$ cat src/rtl/rtc_pkg.sv
package rtc_pkg;

  localparam int REG_AW = 4;

  localparam logic [REG_AW-1:0] A_SEC   = 4'h0;
  localparam logic [REG_AW-1:0] A_MIN   = 4'h1;
  localparam logic [REG_AW-1:0] A_HOUR  = 4'h2;
  localparam logic [REG_AW-1:0] A_WDAY  = 4'h3;
  localparam logic [REG_AW-1:0] A_MDAY  = 4'h4;
  localparam logic [REG_AW-1:0] A_MON   = 4'h5;
  localparam logic [REG_AW-1:0] A_YEAR  = 4'h6;
  localparam logic [REG_AW-1:0] A_CENT  = 4'h7;
  localparam logic [REG_AW-1:0] A_CENT2 = 4'h8;
  localparam logic [REG_AW-1:0] A_ASEC  = 4'h9;
  localparam logic [REG_AW-1:0] A_AMIN  = 4'hA;
  localparam logic [REG_AW-1:0] A_AHOUR = 4'hB;
  localparam logic [REG_AW-1:0] A_CTLA  = 4'hC;
  localparam logic [REG_AW-1:0] A_CTLB  = 4'hD;
  localparam logic [REG_AW-1:0] A_STC   = 4'hE;
  localparam logic [REG_AW-1:0] A_STD   = 4'hF;

  typedef struct packed {
    logic [7:0] sec;
    logic [7:0] min;
    logic [7:0] hour;
    logic [7:0] wday;
    logic [7:0] mday;
    logic [7:0] mon;
    logic [7:0] year;
    logic [7:0] cent;
  } cal_t;

  // encode a small decimal constant in the active number format
  function automatic logic [7:0] enc(input int unsigned n, input logic bcd);
    logic [7:0] r;
    if (bcd) r = {4'(n / 10), 4'(n % 10)};
    else     r = 8'(n);
    return r;
  endfunction

  // add one in the active number format
  function automatic logic [7:0] inc(input logic [7:0] v, input logic bcd);
    logic [7:0] r;
    if (bcd && v[3:0] >= 4'd9) r = {v[7:4] + 4'd1, 4'd0};
    else                       r = v + 8'd1;
    return r;
  endfunction

  function automatic logic [7:0] to_bin(input logic [7:0] v, input logic bcd);
    logic [7:0] r;
    if (bcd) r = ({4'd0, v[7:4]} * 8'd10) + {4'd0, v[3:0]};
    else     r = v;
    return r;
  endfunction

  function automatic int unsigned month_len(input logic [7:0] m);
    int unsigned r;
    case (m)
      8'd2:                      r = 28;
      8'd4, 8'd6, 8'd9, 8'd11:   r = 30;
      default:                   r = 31;
    endcase
    return r;
  endfunction

endpackage

$ cat src/rtl/rtc_cal_step.sv
module rtc_cal_step
  import rtc_pkg::*;
(
  input  cal_t cur,
  input  logic bcd,
  input  logic h24,
  output cal_t nxt,
  output logic cent_step
);

  logic       sec_wrap;
  logic       min_wrap;
  logic       day_step;
  logic       mday_wrap;
  logic       mon_wrap;
  logic [7:0] hr;
  logic [7:0] hr_inc;
  logic [7:0] twelve;

  always_comb begin
    nxt       = cur;
    cent_step = 1'b0;
    day_step  = 1'b0;
    mday_wrap = 1'b0;
    mon_wrap  = 1'b0;
    hr        = {1'b0, cur.hour[6:0]};
    hr_inc    = inc(hr, bcd);
    twelve    = enc(12, bcd);

    sec_wrap = (cur.sec == enc(59, bcd));
    nxt.sec  = sec_wrap ? 8'h00 : inc(cur.sec, bcd);

    min_wrap = sec_wrap && (cur.min == enc(59, bcd));
    if (sec_wrap) nxt.min = (cur.min == enc(59, bcd)) ? 8'h00 : inc(cur.min, bcd);

    if (min_wrap) begin
      if (h24) begin
        if (cur.hour == enc(23, bcd)) begin
          nxt.hour = 8'h00;
          day_step = 1'b1;
        end else begin
          nxt.hour = inc(cur.hour, bcd);
        end
      end else begin
        if (hr == twelve) begin
          nxt.hour = {cur.hour[7], 7'd1};
        end else if (hr == enc(11, bcd)) begin
          nxt.hour = {~cur.hour[7], twelve[6:0]};
          day_step = cur.hour[7];
        end else begin
          nxt.hour = {cur.hour[7], hr_inc[6:0]};
        end
      end
    end

    if (day_step) begin
      nxt.wday  = (cur.wday == 8'd6) ? 8'd0 : cur.wday + 8'd1;
      mday_wrap = (cur.mday == enc(month_len(to_bin(cur.mon, bcd)), bcd));
      nxt.mday  = mday_wrap ? 8'd1 : inc(cur.mday, bcd);
      if (mday_wrap) begin
        mon_wrap = (cur.mon == enc(12, bcd));
        nxt.mon  = mon_wrap ? 8'd1 : inc(cur.mon, bcd);
      end
      if (mon_wrap) begin
        if (cur.year == enc(99, bcd)) begin
          nxt.year  = 8'h00;
          nxt.cent  = inc(cur.cent, bcd);
          cent_step = 1'b1;
        end else begin
          nxt.year = inc(cur.year, bcd);
        end
      end
    end
  end

endmodule

$ cat src/rtl/rtc_periodic.sv
module rtc_periodic #(
  parameter int RATE_W = 4,
  localparam int ACC_W = (1 << RATE_W) - 1
) (
  input  logic              clk,
  input  logic              rst,
  input  logic              tick,
  input  logic              restart,
  input  logic [RATE_W-1:0] rate,
  output logic              hit
);

  logic [ACC_W-1:0] acc_q;
  logic [ACC_W:0]   period;
  logic [ACC_W:0]   acc_nx;

  always_comb begin
    if (rate == '0) period = '0;
    else            period = (ACC_W+1)'(1) << (rate - RATE_W'(1));
    acc_nx = {1'b0, acc_q} + (ACC_W+1)'(1);
    hit    = tick && (rate != '0) && (acc_nx >= period);
  end

  always_ff @(posedge clk) begin
    if (rst || restart) acc_q <= '0;
    else if (hit)       acc_q <= '0;
    else if (tick && rate != '0) acc_q <= acc_nx[ACC_W-1:0];
  end

endmodule

$ cat src/rtl/rtc_core.sv
module rtc_core
  import rtc_pkg::*;
#(
  parameter int RATE_W = 4
) (
  input  logic              clk,
  input  logic              rst,
  input  logic              sec_tick,
  input  logic              rate_tick,
  input  logic              wr_en,
  input  logic              rd_en,
  input  logic [REG_AW-1:0] addr,
  input  logic [7:0]        wdata,
  output logic [7:0]        rdata,
  output logic              irq
);

  cal_t       cal_q, cal_step, cal_n;
  logic [7:0] cent2_q, cent2_n;
  logic [7:0] asec_q, amin_q, ahour_q;
  logic [7:0] ctla_q, ctlb_q;
  logic [2:0] flg_q, flg_n;     // {periodic, alarm, update}
  logic       irq_q;
  logic [7:0] rdata_q;
  logic       cent_step;
  logic       per_hit;
  logic       upd;
  logic       alarm_hit;
  logic       rd_stc;
  logic       per_restart;

  rtc_cal_step u_step (
    .cur       (cal_q),
    .bcd       (~ctlb_q[2]),
    .h24       (ctlb_q[1]),
    .nxt       (cal_step),
    .cent_step (cent_step)
  );

  assign per_restart = wr_en && (addr == A_CTLA);

  rtc_periodic #(.RATE_W(RATE_W)) u_per (
    .clk     (clk),
    .rst     (rst),
    .tick    (rate_tick),
    .restart (per_restart),
    .rate    (ctla_q[RATE_W-1:0]),
    .hit     (per_hit)
  );

  always_comb begin
    upd       = sec_tick && !ctlb_q[7];
    cal_n     = upd ? cal_step : cal_q;
    cent2_n   = (upd && cent_step) ? cal_step.cent : cent2_q;
    alarm_hit = upd && ctlb_q[5] && (cal_step.sec == asec_q) &&
                (cal_step.min == amin_q) && (cal_step.hour == ahour_q);
    rd_stc    = rd_en && (addr == A_STC);
    flg_n     = flg_q;
    if (rd_stc || upd) flg_n = 3'b000;
    if (upd && ctlb_q[4]) flg_n[0] = 1'b1;
    if (alarm_hit)        flg_n[1] = 1'b1;
    if (per_hit && ctlb_q[6]) flg_n[2] = 1'b1;
  end

  always_ff @(posedge clk) begin
    if (rst) begin
      cal_q   <= '{sec: 8'h00, min: 8'h00, hour: 8'h00, wday: 8'h01,
                   mday: 8'h01, mon: 8'h01, year: 8'h08, cent: 8'h20};
      cent2_q <= 8'h20;
      asec_q  <= 8'h00;
      amin_q  <= 8'h00;
      ahour_q <= 8'h00;
      ctla_q  <= 8'h26;
      ctlb_q  <= 8'h02;
      flg_q   <= 3'b000;
      irq_q   <= 1'b0;
    end else begin
      cal_q   <= cal_n;
      cent2_q <= cent2_n;
      flg_q   <= flg_n;
      irq_q   <= |flg_n;
      if (wr_en) begin
        case (addr)
          A_SEC:   cal_q.sec  <= wdata;
          A_MIN:   cal_q.min  <= wdata;
          A_HOUR:  cal_q.hour <= wdata;
          A_WDAY:  cal_q.wday <= wdata;
          A_MDAY:  cal_q.mday <= wdata;
          A_MON:   cal_q.mon  <= wdata;
          A_YEAR:  cal_q.year <= wdata;
          A_CENT:  cal_q.cent <= wdata;
          A_CENT2: cent2_q    <= wdata;
          A_ASEC:  asec_q     <= wdata;
          A_AMIN:  amin_q     <= wdata;
          A_AHOUR: ahour_q    <= wdata;
          A_CTLA:  ctla_q     <= wdata;
          A_CTLB:  ctlb_q     <= wdata;
          default: ;
        endcase
      end
    end
  end

  always_ff @(posedge clk) begin
    if (rst) begin
      rdata_q <= 8'h00;
    end else if (rd_en) begin
      case (addr)
        A_SEC:   rdata_q <= cal_q.sec;
        A_MIN:   rdata_q <= cal_q.min;
        A_HOUR:  rdata_q <= cal_q.hour;
        A_WDAY:  rdata_q <= cal_q.wday;
        A_MDAY:  rdata_q <= cal_q.mday;
        A_MON:   rdata_q <= cal_q.mon;
        A_YEAR:  rdata_q <= cal_q.year;
        A_CENT:  rdata_q <= cal_q.cent;
        A_CENT2: rdata_q <= cent2_q;
        A_ASEC:  rdata_q <= asec_q;
        A_AMIN:  rdata_q <= amin_q;
        A_AHOUR: rdata_q <= ahour_q;
        A_CTLA:  rdata_q <= ctla_q;
        A_CTLB:  rdata_q <= ctlb_q;
        A_STC:   rdata_q <= {|flg_q, flg_q, 4'h0};
        default: rdata_q <= 8'h80;
      endcase
    end
  end

  assign rdata = rdata_q;
  assign irq   = irq_q;

endmodule

$ cat config.mk
export PLATFORM = sky130hd
export DESIGN_NAME = rtc_core
export DESIGN_NICKNAME = d
export VERILOG_FILES = /design/src/rtl/rtc_pkg.sv /design/src/rtl/rtc_cal_step.sv /design/src/rtl/rtc_periodic.sv /design/src/rtl/rtc_core.sv
export SDC_FILE = /design/constraint.sdc
export NUM_CORES = 1
export LEC_CHECK = 0
export ABC_CLOCK_PERIOD_IN_PS = 6600
export BUFFER_PORTS_ARGS = -buffer_cell sky130_fd_sc_hd__buf_2
export CAP_MARGIN = 30
export CORE_ASPECT_RATIO = 1.75
export CORE_UTILIZATION = 55
export CTS_BUF_LIST = sky130_fd_sc_hd__clkbuf_4
export DETAILED_ROUTE_END_ITERATION = 8
export PLACE_DENSITY = 0.77
export SYNTH_ARGS = -nofsm -noshare
export SYNTH_HDL_FRONTEND = slang
export SYNTH_HIERARCHICAL = 1
export SYNTH_SLANG_ARGS = --single-unit
$ cat constraint.sdc
create_clock -name clk -period 6.6 [get_ports clk]
set_clock_uncertainty 0.15 [all_clocks]
set_input_delay 0.33 -clock clk [delete_from_list [all_inputs] [get_ports clk]]
set_output_delay 0.33 -clock clk [all_outputs]
set_load 0.005 [all_outputs]
==> flow_metrics.py <==
metrics = {
    "placement": {
        "port_buffers": 26,
        "dp_hpwl_microns": 26900,
        "place.gp.congestion": 1.01,
    },
    "setup_path": {
        "startpoint_type": "register",
        "cp_data_required_time_ns": 6.94,
        "critPathMaxFanout": 18,
        "cp-end-kind": "register",
        "crit_path_start": "cal_q[44]",
        "crit_arrival_ns": 5.15,
        "reg2reg_from": "cal_q[44]",
        "crit_type": "register to register",
        "reg2reg_slack_ns": 1.79,
        "reg2reg_to": "cent2_q[5]",
        "ff2ff_path_depth": 13,
    },
    "final_layout": {
        "most-common-layout-cells": "256 x nand2_1, 155 x nor2_1, 139 x dfxtp_1",
        "nNetsFinal": 1503,
        "area_growth_pct": 2.82,
        "final_common_cell": "nand2_1",
        "drive_above_1_share_pct": 8.20,
    },
    "sta": {
        "hold_viol": 0,
        "relSlewSlack_pct": 28.5,
        "period_share_pct": 72.9,
        "fin_crit_ns": 4.81,
        "clock.fmax_mhz": 208,
        "setup_viol_count_final": 0,
        "fin_hold_ws_ns": 0.0508,
        "fin_tns_setup_ns": 0,
        "tightest_slew_ns": 1.07,
        "rsz0062_at_grt": "false",
        "slew_viol_final": 0,
    },
    "synthesis": {
        "synth-seq-cells": 139,
        "synth-xor-area-share_pct": 5.99,
        "synth_flop_cell": "dfxtp_1",
        "syn_nets": 1554,
        "ys_async_sr_fraction_pct": 0,
        "synth_top_family_by_area": "simple AND/OR/NAND/NOR gates",
        "synth_edf_count": 0,
        "yosys-mux-area-fraction_pct": 4.22,
        "ys_seq_area_share_pct": 25.4,
        "yosysWarningCount": 6,
        "synth.cell_area_sq_um": 11000,
        "synth_cells": 1479,
        "synth-simple-area-share_pct": 30.9,
        "synthAdderAreaFrac_pct": 6.64,
        "synth-compound-area-share_pct": 21.1,
        "synth_cell_types": 90,
        "syn_avg_cell_area_sq_um": 7.41,
    },
    "floorplanning": {
        "start_util_pct": 55.8,
        "rows": 68,
        "ioPinCount": 27,
        "fp.coreArea_sq_um": 19700,
        "dieArea_sq_um": 20500,
        "die_w_microns": 109,
        "die_height_microns": 189,
    },
    "clocking": {
        "tritoncts.num_buffers": 17,
        "cts_buffer_depth": 2,
        "cts_tree": "done",
        "numClockSinks": 139,
        "clk_pin_slew_ns": 0.14,
        "insertion_delay_ns": 0.60,
        "cts.htree.levels": 4,
        "clock-root-buffer": "clkbuf_4",
    },
    "worst_hold_path": {
        "min_path_type": "primary input to register",
        "worstHoldPathCells": 4,
        "hold_end": "u_per/acc_q[0]",
        "hp-start": "rate_tick",
    },
    "pwr": {
        "ir_worst_vdd_v": 0.0000935,
        "power_density_nw_per_um2": 158,
        "cellLeakagePower_nw": 4.15,
    },
    "job": {
        "max_cap_violations": 0,
    },
    "global_route": {
        "grt_pass1_vias": 10667,
        "antenna_found_initial": 1,
        "grt-ovfl-total": 0,
        "track_usage_pct": 38.7,
        "grt_pass1_wl_microns": 59300,
        "grt_max_degree": 74,
    },
    "outcome": {
        "status": "finished clean",
    },
    "drt": {
        "drt_iter0_drc": 1174,
        "drtAntennaViolNets": 0,
        "drc": 0,
        "vias_per_cell": 6.82,
        "routedWlPerCell_microns": 23.2,
        "dr.pass1.iters": 6,
        "vias": 11496,
        "drt-total-wl_microns": 39200,
    },
}
[timing repair]
action | 4_1_cts | 5_1_grt
hold buffers | 2 | 0
resized for setup | 0 | 0
setup buffers | 0 | 0
hold endpoints to repair | 2 | 0
[synthesized netlist by cell type (all sizes together) (8+ instances only)]
cell | number | area [sq um]
nand3 | 52 | 270
nand3b | 15 | 113
nand2b | 14 | 87.6
nand4 | 24 | 163
a21oi | 74 | 370
a221oi | 12 | 105
nor3 | 51 | 310
a311oi | 67 | 587
nor2 | 160 | 623
o21ai | 68 | 340
and3 | 15 | 95.1
xnor2 | 33 | 289
o22ai | 8 | 50.1
nor3b | 11 | 92.6
ha | 55 | 688
xor2 | 42 | 368
buf | 49 | 294
inv | 31 | 116
nand2 | 259 | 980
nor4 | 18 | 119
mux2i | 38 | 380
or2 | 12 | 75.1
clkbuf | 58 | 220
dfxtp | 139 | 2780
nor2b | 21 | 131
a31oi | 22 | 153
or3 | 12 | 80.1
and2 | 9 | 58.8
[layout make-up]
type,instances,area [sq um]
fillers,1885,8380
multi-input cells,1202,7560
flip-flops and latches,139,2780
well taps,245,307
repair buffers,37,220
clock inverters,12,149
clock buffers,18,135
inverters,31,116
diodes,1,2.50
[how the worst max path moves through the flow]
stage / endpoint
floorplan: cent2_q[5]
global placement: cal_q[11]
detailed placement: cal_q[13]
CTS: cal_q[13]
global route: cent2_q[7]
finish: cent2_q[5]
[report_power, final]
| part | internal (W) | total, W | leakage, nW | switching (W) |
|---|---|---|---|---|
| Sequential | 0.000859 | 0.000904 | 1.13 | 0.0000453 |
| Clock | 0.000261 | 0.000615 | 0.148 | 0.000354 |
| Combinational | 0.0000822 | 0.000262 | 2.87 | 0.000180 |
[worst max-delay path, cell delays in order, from the launching register on]
cell and delay, ns:
dfxtp_1 0.58, and3b_1 0.22, o21ai_0 0.16, nor4_1 0.62, ha_1 0.27, inv_1 0.05, o31a_1 0.28, nor2_2 0.50
nand4_1 0.74, nor3_1 0.45, a2bb2oi_1 0.15, mux2i_1 0.15, a21oi_1 0.08, or2_2 0.29
[kinds of logic (layout without fill, tap and decap cells)]
| kind of cell | Yosys count | count (layout) |
|---|---|---|
| flops | 139 | 139 |
| mux | 44 | 44 |
| xor+xnor | 75 | 75 |
| other cells | 1 | 2 |
| buf+inv | 138 | 98 |
| fa+ha+maj | 57 | 57 |
| compound gates | 331 | 331 |
| simple gates | 694 | 694 |
[per-layer routing]
metal  part of all wire [%]  track usage (%)  vias to the layer above
li1                       -                -                     5248
met4                    9.3             33.0                        0
met5                      0                0                        -
met1                     34             41.1                     5342
met3                    9.1             9.55                      230
met2                     48             62.8                      676
[registers in the layout (all words and copies together), names as in the netlist]
signal and count:
asec_q 8, flg_q 3, rdata 8, irq 1, ahour_q 8, u_per/acc_q 15, cal_q 64, amin_q 8
ctlb_q 8, cent2_q 8, ctla_q 8
[per-stage QoR]
step	utilization, %	instance area, sq um	power, W	worst slack (ns)	instances
finish	57.3	11300	0.00178	1.79	1685
global route	57.3	11300	0.00183	1.35	1685
CTS	57.3	11300	0.00177	1.86	1684
detailed placement	55.8	11000	0.00117	1.88	1652
global placement	55.8	11000	0.00117	1.99	1652
floorplan	-	11000	0.00109	2.40	1479
No activity file was read; power rests on OpenSTA's default activity.
